[src/rtl/tag_guard_pkg.sv]
package tag_guard_pkg;

  localparam int TAG_W = 3;
  localparam int OPC_W = 2;

  typedef enum logic [TAG_W-1:0] {
    TAG_NULL = 3'd0,
    TAG_VAL  = 3'd1,
    TAG_ADDR = 3'd2,
    TAG_REF  = 3'd3,
    TAG_INSN = 3'd4
  } tag_e;

  typedef enum logic [OPC_W-1:0] {
    OPC_ADD   = 2'd0,
    OPC_SUB   = 2'd1,
    OPC_LOGIC = 2'd2,
    OPC_SHIFT = 2'd3
  } opc_e;

  // Codes above the instruction code are illegal and read as null.
  function automatic tag_e tag_clean(input logic [TAG_W-1:0] raw);
    if (raw > TAG_W'(TAG_INSN)) return TAG_NULL;
    return tag_e'(raw);
  endfunction

endpackage

[src/rtl/tag_alu_rule.sv]
module tag_alu_rule
  import tag_guard_pkg::*;
(
  input  logic             clk,
  input  logic             rst,
  input  logic             alu_valid,
  input  logic [OPC_W-1:0] alu_op,
  input  logic [TAG_W-1:0] opa_tag,
  input  logic [TAG_W-1:0] opb_tag,
  output logic             res_valid,
  output logic [TAG_W-1:0] res_tag
);

  tag_e a_t, b_t, rule_t;
  opc_e op_t;

  always_comb begin
    a_t  = tag_clean(opa_tag);
    b_t  = tag_clean(opb_tag);
    op_t = opc_e'(alu_op);
    if (a_t == TAG_NULL || b_t == TAG_NULL)
      rule_t = TAG_NULL;
    else if (op_t == OPC_ADD &&
             ((a_t == TAG_ADDR && b_t == TAG_VAL) ||
              (a_t == TAG_VAL && b_t == TAG_ADDR)))
      rule_t = TAG_ADDR;
    else
      rule_t = TAG_VAL;
  end

  always_ff @(posedge clk) begin
    if (rst) begin
      res_valid <= 1'b0;
      res_tag   <= TAG_W'(TAG_NULL);
    end else begin
      res_valid <= alu_valid;
      if (alu_valid) res_tag <= rule_t;
    end
  end


  null_prop_chk: assert property (@(posedge clk) disable iff (rst)
    (alu_valid && (opa_tag == 3'd0 || opb_tag == 3'd0)) |=> (res_tag == 3'd0));

  res_follow_chk: assert property (@(posedge clk) disable iff (rst)
    alu_valid |=> res_valid);

  res_legal_chk: assert property (@(posedge clk) disable iff (rst)
    res_valid |-> (res_tag <= 3'd2));

endmodule

[src/rtl/tag_fetch_guard.sv]
module tag_fetch_guard
  import tag_guard_pkg::*;
(
  input  logic             clk,
  input  logic             rst,
  input  logic             fetch_valid,
  input  logic [TAG_W-1:0] fetch_tag,
  output logic             fetch_fault,
  output logic             halt
);

  logic bad_fetch;

  always_comb bad_fetch = fetch_valid && (tag_clean(fetch_tag) != TAG_INSN);

  always_ff @(posedge clk) begin
    if (rst) begin
      fetch_fault <= 1'b0;
      halt        <= 1'b0;
    end else begin
      fetch_fault <= bad_fetch;
      if (bad_fetch) halt <= 1'b1;
    end
  end


  halt_sticky_chk: assert property (@(posedge clk) disable iff (rst)
    halt |=> halt);

  fault_halts_chk: assert property (@(posedge clk) disable iff (rst)
    fetch_fault |-> halt);

  good_fetch_chk: assert property (@(posedge clk) disable iff (rst)
    (fetch_valid && fetch_tag == 3'd4) |=> !fetch_fault);

endmodule

[src/rtl/tag_write_port.sv]
module tag_write_port
  import tag_guard_pkg::*;
#(
  parameter int AW = 16
) (
  input  logic             clk,
  input  logic             rst,
  input  logic             wr_accept,
  input  logic [AW-1:0]    wr_addr,
  input  logic [TAG_W-1:0] wr_tag,
  output logic             tmem_we,
  output logic [AW-1:0]    tmem_addr,
  output logic [TAG_W-1:0] tmem_tag
);

  always_ff @(posedge clk) begin
    if (rst) begin
      tmem_we   <= 1'b0;
      tmem_addr <= '0;
      tmem_tag  <= TAG_W'(TAG_NULL);
    end else begin
      tmem_we <= wr_accept;
      if (wr_accept) begin
        tmem_addr <= wr_addr;
        tmem_tag  <= tag_clean(wr_tag);
      end
    end
  end


  clean_write_chk: assert property (@(posedge clk) disable iff (rst)
    tmem_we |-> (tmem_tag <= 3'd4));

  write_lat_chk: assert property (@(posedge clk) disable iff (rst)
    wr_accept |=> (tmem_we && tmem_addr == $past(wr_addr)));

endmodule

[src/rtl/tag_inval_queue.sv]
module tag_inval_queue #(
  parameter int AW    = 16,
  parameter int DEPTH = 4
) (
  input  logic          clk,
  input  logic          rst,
  input  logic          push,
  input  logic [AW-1:0] push_addr,
  input  logic          ack,
  output logic          full,
  output logic          inval_valid,
  output logic [AW-1:0] inval_addr
);

  localparam int PTR_W = (DEPTH > 1) ? $clog2(DEPTH) : 1;
  localparam int CNT_W = $clog2(DEPTH + 1);

  logic [AW-1:0]    q_mem [DEPTH];
  logic [PTR_W-1:0] wr_ptr, rd_ptr;
  logic [CNT_W-1:0] count;
  logic             do_push, do_pop;

  always_comb begin
    full        = (count == CNT_W'(DEPTH));
    inval_valid = (count != '0);
    inval_addr  = q_mem[rd_ptr];
    do_push     = push && !full;
    do_pop      = ack && inval_valid;
  end

  // Storage without reset so it can map onto RAM.
  always_ff @(posedge clk) begin
    if (do_push) q_mem[wr_ptr] <= push_addr;
  end

  always_ff @(posedge clk) begin
    if (rst) begin
      wr_ptr <= '0;
      rd_ptr <= '0;
      count  <= '0;
    end else begin
      if (do_push)
        wr_ptr <= (wr_ptr == PTR_W'(DEPTH - 1)) ? '0 : wr_ptr + 1'b1;
      if (do_pop)
        rd_ptr <= (rd_ptr == PTR_W'(DEPTH - 1)) ? '0 : rd_ptr + 1'b1;
      case ({do_push, do_pop})
        2'b10:   count <= count + 1'b1;
        2'b01:   count <= count - 1'b1;
        default: count <= count;
      endcase
    end
  end


  no_overflow_chk: assert property (@(posedge clk) disable iff (rst)
    count <= CNT_W'(DEPTH));

  inval_hold_chk: assert property (@(posedge clk) disable iff (rst)
    (inval_valid && !ack) |=> (inval_valid && $stable(inval_addr)));

  swap_count_chk: assert property (@(posedge clk) disable iff (rst)
    (do_push && do_pop) |=> $stable(count));

endmodule

[src/rtl/tag_guard.sv]
module tag_guard
  import tag_guard_pkg::*;
#(
  parameter int AW    = 16,
  parameter int DEPTH = 4
) (
  input  logic          clk,
  input  logic          rst,
  input  logic          alu_valid,
  input  logic [1:0]    alu_op,
  input  logic [2:0]    opa_tag,
  input  logic [2:0]    opb_tag,
  output logic          res_valid,
  output logic [2:0]    res_tag,
  input  logic          fetch_valid,
  input  logic [2:0]    fetch_tag,
  output logic          fetch_fault,
  output logic          halt,
  input  logic          twr_valid,
  output logic          twr_ready,
  input  logic [AW-1:0] twr_addr,
  input  logic [2:0]    twr_tag,
  output logic          tmem_we,
  output logic [AW-1:0] tmem_addr,
  output logic [2:0]    tmem_tag,
  output logic          inval_valid,
  output logic [AW-1:0] inval_addr,
  input  logic          inval_ack
);

  logic q_full, wr_accept, insn_push;

  always_comb begin
    twr_ready = !q_full;
    wr_accept = twr_valid && !q_full;
    insn_push = wr_accept && (tag_clean(twr_tag) == TAG_INSN);
  end

  tag_alu_rule u_alu (
    .clk(clk), .rst(rst), .alu_valid(alu_valid), .alu_op(alu_op),
    .opa_tag(opa_tag), .opb_tag(opb_tag),
    .res_valid(res_valid), .res_tag(res_tag)
  );

  tag_fetch_guard u_fetch (
    .clk(clk), .rst(rst), .fetch_valid(fetch_valid), .fetch_tag(fetch_tag),
    .fetch_fault(fetch_fault), .halt(halt)
  );

  tag_write_port #(.AW(AW)) u_wr (
    .clk(clk), .rst(rst), .wr_accept(wr_accept), .wr_addr(twr_addr),
    .wr_tag(twr_tag), .tmem_we(tmem_we), .tmem_addr(tmem_addr),
    .tmem_tag(tmem_tag)
  );

  tag_inval_queue #(.AW(AW), .DEPTH(DEPTH)) u_invq (
    .clk(clk), .rst(rst), .push(insn_push), .push_addr(twr_addr),
    .ack(inval_ack), .full(q_full), .inval_valid(inval_valid),
    .inval_addr(inval_addr)
  );


  insn_queues_chk: assert property (@(posedge clk) disable iff (rst)
    (twr_valid && twr_ready && twr_tag == 3'd4) |=> inval_valid);

  refused_write_chk: assert property (@(posedge clk) disable iff (rst)
    (twr_valid && !twr_ready) |=> !tmem_we);

endmodule

[config.mk]
export PLATFORM = sky130hd
export DESIGN_NAME = tag_guard
export DESIGN_NICKNAME = d
export VERILOG_FILES = /design/src/rtl/tag_guard_pkg.sv /design/src/rtl/tag_alu_rule.sv /design/src/rtl/tag_fetch_guard.sv /design/src/rtl/tag_write_port.sv /design/src/rtl/tag_inval_queue.sv /design/src/rtl/tag_guard.sv
export SDC_FILE = /design/constraint.sdc
export NUM_CORES = 1
export LEC_CHECK = 0
export CAP_MARGIN = 10
export CORE_UTILIZATION = 53
export CTS_BUF_LIST = sky130_fd_sc_hd__clkbuf_8
export DETAILED_ROUTE_END_ITERATION = 8
export GPL_ROUTABILITY_DRIVEN = 0
export PLACE_DENSITY = 0.89
export SYNTH_ARGS = -nofsm -noshare
export SYNTH_HDL_FRONTEND = slang
export SYNTH_SLANG_ARGS = --single-unit
[constraint.sdc]
create_clock -name clk -period 2.7 [get_ports clk]
set_input_delay 0.27 -clock clk [delete_from_list [all_inputs] [get_ports clk]]
set_output_delay 0.27 -clock clk [all_outputs]
set_load 0.1 [all_outputs]
==> flow_metrics.py, run 1 <==
metrics = {
    "run_status": {
        "status": "complete, no violations",
    },
    "sta": {
        "rsz0062_at_grt": "no",
        "finalHoldViolations": 0,
        "max_slew_margin": 0.461,
        "fmax_mhz": 424,
        "min_period_over_period": 0.873,
        "finalMaxSlewViolations": 0,
        "fin_setup_tns_ps": 0,
        "skew_ps": 8.95,
        "finalSetupViolations": 0,
        "worst_pin_slew_ps": 808,
        "hold_ws_ps": 473,
        "min_period_ps": 2360,
    },
    "grt": {
        "grt_pass1_vias": 2601,
        "grt-ovfl-total": 0,
        "grt_max_degree": 33,
        "grt_pass1_wl_um": 13400,
        "grt.total_usage": 0.236,
        "antenna_found_initial": 0,
    },
    "clocking": {
        "clk_latency_ps": 370,
        "path_clk_slew_ps": 90,
        "cts_made_buffers": 9,
        "cts_sinks": 98,
        "cts_root_buffer": "clkbuf_8",
        "cts_setup_buffers": 0,
        "cts_max_path_buffers": 2,
        "cts_htree_levels": 3,
        "cts_tree": "done",
        "ctsHoldBuffers": 0,
        "ctsResizeCount": 0,
    },
    "setup_path": {
        "reg2reg_to": "u_invq.count[2]",
        "path_max_fanout": 22,
        "r2r-start": "u_invq.count[2]",
        "reg2reg_setup_slack_ps": 430,
        "worstRegToRegCells": 9,
        "crit_path_start_kind": "register",
        "required_ps": 2430,
        "criticalPathCategory": "register to primary output",
        "worstPathArrival_ps": 2090,
        "worst_setup_path_end_kind": "primary output",
    },
    "pwr": {
        "sw_frac_of_total": 0.305,
        "irDropWorstVdd_mv": 0.336,
        "power_frac_seq": 0.512,
        "internal-power_mw": 2.24,
        "power.share.clock": 0.268,
        "switching_power_uw": 985,
        "power_density_nw_per_um2": 614,
        "p_leak_nw": 1.84,
        "combinationalPowerShare": 0.220,
        "power.total_mw": 3.22,
    },
    "yosys": {
        "yosys-top-cells-area": "edfxtp_1 47%, dfxtp_1 17%, mux4_2 8.9%",
        "yosys_warnings": 0,
        "synthArstFlopShare": 0,
        "synth_top_area_cell": "edfxtp_1",
        "synth.avg_cell_area_um2": 16.1,
        "synth.most_common_cell": "edfxtp_1",
        "syn_inst": 253,
        "ys.flop_type": "edfxtp_1",
        "synth-seq-cells": 98,
        "synth_common_cells": "64 x edfxtp_1, 34 x dfxtp_1, 19 x a21oi_2",
        "ys_types": 49,
        "synth_top_area_share": 0.472,
        "synth_edf_count": 64,
        "synth_fp_nets": 296,
        "syn-cell-area_um2": 4070,
        "seq_area_frac_synth": 0.639,
    },
    "cells_and_area": {
        "drive_gt1_frac": 0.413,
        "final_cells": 440,
        "n_fill_cell": 470,
        "seqCellArea_um2": 2600,
        "multiInputGateArea_um2": 1310,
        "num_antenna_cells": 0,
        "area_growth_pct": 29.0,
        "design_area_um2": 5250,
        "fin_nets": 379,
    },
    "die": {
        "initial_core_util": 0.555,
        "dieHeight_um": 89.6,
        "rows": 31,
        "die_x_um": 89.6,
        "placeableCoreArea_um2": 7330,
        "fp.dieArea_um2": 8040,
        "io_pins": 80,
    },
    "worst_hold_path": {
        "holdPathEnd": "u_wr.tmem_addr[12]",
        "min_path_cells": 2,
        "hold_path_class": "register to register",
        "hold_path.startpoint": "u_wr.tmem_addr[12]",
    },
    "detailed_routing": {
        "drtPass1Iterations": 4,
        "drc": 0,
        "post_drt_wl_per_cell_um": 19.1,
        "drt_iter0_markers": 156,
        "via_count": 2490,
        "antenna_left": 0,
        "viasPerCell": 5.66,
        "wl_um": 8410,
    },
    "place": {
        "postPlaceCellArea_um2": 5070,
        "port_buffers": 78,
        "dp_cells": 424,
        "hpwl_um": 5680,
    },
    "run": {
        "maxCapViolCount": 0,
    },
}
==> area by class of cell <==
cell class	count	area share
clock buffers	11	0.0288
clock inverters	5	0.00572
inverters	12	0.00858
multi-input cells	127	0.250
flip-flops and latches	98	0.496
well taps	99	0.0236
repair buffers	88	0.188
==> registers in the layout, indices dropped and copies added, names as in the netlist, named ones only <==
| name | cells |
|---|---|
| u_invq.q_mem | 64 |
| u_wr.tmem_addr | 16 |
| u_invq.count | 3 |
| u_wr.tmem_tag | 3 |
| u_alu.res_tag | 2 |
| u_invq.rd_ptr | 2 |
| u_invq.wr_ptr | 2 |
| u_alu.res_valid | 1 |
| u_fetch.fetch_fault | 1 |
| u_fetch.halt | 1 |
| u_wr.tmem_we | 1 |
==> cells in the final DEF, fill, tap and decap left out, types with 6 or more instances in the layout <==
master	instances
buf_12	19
a21oi_2	19
o21ai_1	8
mux4_2	16
o21ai_2	11
ha_1	6
nand3_2	16
clkbuf_8	11
edfxtp_1	64
inv_1	10
dfxtp_1	34
buf_4	34
clkdlybuf4s50_1	35
==> kinds of logic (layout without fill, tap and decap cells) <==
group / Yosys count / count (layout) / synth area share
AO/OA/AOI/OAI: 55 / 55 / 0.106
XOR/XNOR: 2 / 2 / 0.00430
adder cells (fa/ha/maj): 7 / 7 / 0.0234
buffers and inverters: 28 / 116 / 0.0384
flip-flops: 98 / 98 / 0.639
multiplexers: 17 / 17 / 0.0910
other: 1 / 1 / 0.000921
AND/OR/NAND/NOR: 45 / 45 / 0.0971
==> power groups by stage <==
stage / registers [mW] / logic [mW] / clock network (mW)
after global routing: 1.66 / 0.740 / 0.930
after CTS: 1.65 / 0.713 / 0.876
after global placement: 1.68 / 0.699 / 0
final: 1.65 / 0.709 / 0.865
after detailed placement: 1.69 / 0.711 / 0
after floorplan: 1.82 / 0.347 / 0
==> stage by stage <==
| step | utilization | setup WS, ps |
|---|---|---|
| after global placement | 0.692 | 200 |
| after detailed placement | 0.692 | 65.5 |
| after global routing | 0.716 | 196 |
| final | 0.716 | 344 |
| after CTS | 0.716 | 318 |
| after floorplan | - | 557 |
==> worst max-delay path by stage <==
stage / startpoint / to / slack, ps / cells past startpoint
2_1_floorplan: u_invq.count[2] / u_invq.count[2] / 560 / 9
5_1_grt: u_invq.count[2] / twr_ready / 200 / 4
3_3_place_gp: twr_tag[1] / u_invq.count[2] / 200 / 10
6_report: u_invq.count[2] / twr_ready / 340 / 4
4_1_cts: u_invq.count[2] / twr_ready / 320 / 4
3_5_place_dp: twr_tag[2] / u_invq.count[2] / 70 / 10
==> worst max-delay path: stages (launching register included) <==
cell and delay (ps):
dfxtp_1 420, nor3b_4 280, buf_4 380, inv_2 360, buf_12 280
==> routing by layer <==
| metal | global-route usage | routed length, um |
|---|---|---|
| met3 | 0.0548 | 393 |
| met4 | 0.0823 | 121 |
| met2 | 0.418 | 4580 |
| met1 | 0.284 | 3310 |
| met5 | 0 | 0 |
Power figures use the tool's default switching activity.
==> run 2: changes to the inputs <==
CORE_MARGIN = 2   (was not set)
==> flow_metrics.py, run 2 (synthesis gave the netlist of run 1 again) <==
metrics = {
    "cells_and_area": {
        "final_common_cell": "edfxtp_1",
        "final_cell_mix": "64 x edfxtp_1, 38 x buf_4, 34 x dfxtp_1, 34 x clkdlybuf4s50_1, 19 x a21oi_2",
        "largest_reg_flops": 64,
        "largest-register": "u_invq.q_mem",
        "top_regs": "u_invq.q_mem: 64 flops, u_wr.tmem_addr: 16 flops",
        "fin_nets": 381,
        "drive_gt1_frac": 0.417,
        "area_growth_pct": 28.9,
        "fin_util": 0.716,
        "num_antenna_cells": 0,
    },
    "sta": {
        "fin_ws_ps": 388,
        "fin_setup_tns_ps": 0,
        "finalMaxSlewViolations": 0,
        "rsz0062_at_grt": "no",
        "worst_pin_slew_ps": 809,
        "min_period_ps": 2310,
        "fmax_mhz": 433,
        "min_period_over_period": 0.856,
        "skew_ps": 9.87,
        "finalSetupViolations": 0,
        "max_slew_margin": 0.460,
        "finalHoldViolations": 0,
        "hold_ws_ps": 316,
    },
    "clocking": {
        "cts_tree": "done",
        "cts_made_buffers": 9,
        "cts_root_buffer": "clkbuf_8",
        "cts_setup_buffers": 0,
        "path_clk_slew_ps": 90,
        "cts_sinks": 98,
        "ctsHoldBuffers": 0,
        "cts_htree_levels": 3,
        "clk_latency_ps": 360,
        "cts_max_path_buffers": 2,
        "ctsResizeCount": 0,
    },
    "grt": {
        "grt_pass1_wl_um": 12800,
        "grt_pass1_vias": 2470,
        "antenna_found_initial": 0,
        "grt.total_usage": 0.199,
        "grt-ovfl-total": 0,
        "grt_max_degree": 23,
    },
    "die": {
        "dieHeight_um": 91.6,
        "fp.dieArea_um2": 8400,
        "io_pins": 80,
        "initial_core_util": 0.555,
        "rows": 31,
        "die_x_um": 91.6,
        "placeableCoreArea_um2": 7330,
    },
    "pwr": {
        "p_leak_nw": 1.85,
        "power_density_nw_per_um2": 624,
        "irDropWorstVdd_mv": 0.308,
    },
    "worst_hold_path": {
        "min_path_cells": 2,
        "hold_path_class": "primary input to register",
    },
    "run_status": {
        "status": "complete, no violations",
    },
    "detailed_routing": {
        "top_layer": "met4",
        "drt_iter0_markers": 112,
        "via_count": 2435,
        "drtPass1Iterations": 4,
        "wl_met2_um": 4220,
        "viasPerCell": 5.51,
        "wl_met1_um": 3230,
        "drc": 0,
        "wl_um": 8010,
        "post_drt_wl_per_cell_um": 18.1,
        "routed-wl-met3_um": 467,
        "antenna_left": 0,
    },
    "setup_path": {
        "crit_path_top_delay_cell": "dfxtp_1",
        "cp_cell_sequence": "nor3b_4, buf_4, inv_2, buf_12",
        "crit_buf_inv": 3,
        "criticalPathCategory": "register to primary output",
        "critical_path_depth": 4,
        "worstRegToRegCells": 9,
        "path_max_fanout": 22,
        "crit_family": "buffers and inverters",
        "slowest_delay_ps": 410,
        "crit_path_start_kind": "register",
        "worstPathArrival_ps": 2040,
        "required_ps": 2430,
        "worst_setup_path_end_kind": "primary output",
    },
    "run": {
        "maxCapViolCount": 0,
    },
    "place": {
        "hpwl_um": 5460,
        "dp_slack_ps": 178,
        "port_buffers": 78,
    },
}
==> run 2: final cells by class <==
cell class | instances | area, um^2
Clock inverter | 7 | 70.1
Timing Repair Buffer | 90 | 971
Sequential cell | 98 | 2600
Tap cell | 99 | 124
Multi-Input combinational cell | 127 | 1310
Fill cell | 449 | 2080
Inverter | 12 | 45.0
Clock buffer | 9 | 124
==> run 2: final timing paths <==
| kind | from | to | slack [ps] |
|---|---|---|---|
| setup / recovery | u_invq.count[2] | twr_ready | 390 |
| hold / removal | rst | u_invq.count[0] | 320 |
| setup reg to reg | u_invq.count[2] | u_invq.count[2] | 520 |
| hold reg to reg | u_wr.tmem_tag[1] | u_wr.tmem_tag[1] | 470 |
==> run 2: report_power, final <==
group | switching [mW] | internal (mW)
logic | 0.473 | 0.232
clock network | 0.493 | 0.427
registers | 0.0241 | 1.63
total | 0.989 | 2.29
==> run 2: per-layer routing <==
metal,global-route usage,vias up
li1,-,1139
met1,0.243,1199
met2,0.354,90
met3,0.0320,7
met4,0.0770,0
met5,0,-
==> run 2: stage by stage <==
stage	cell area, um^2	std cells	total power, mW
after floorplan	4070	253	2.17
after global placement	5050	426	2.38
after detailed placement	5050	426	2.39
after CTS	5250	442	3.29
after global routing	5250	442	3.36
final	5250	442	3.27
==> run 2: worst register-to-register path, cell delays in order, from the launching register on <==
cell and delay (ps):
dfxtp_1 410, nor3b_4 270, nor3_4 70, inv_2 60
ha_1 170, inv_1 70, fa_1 430, xor2_1 160
or3_1 300, a21oi_1 160
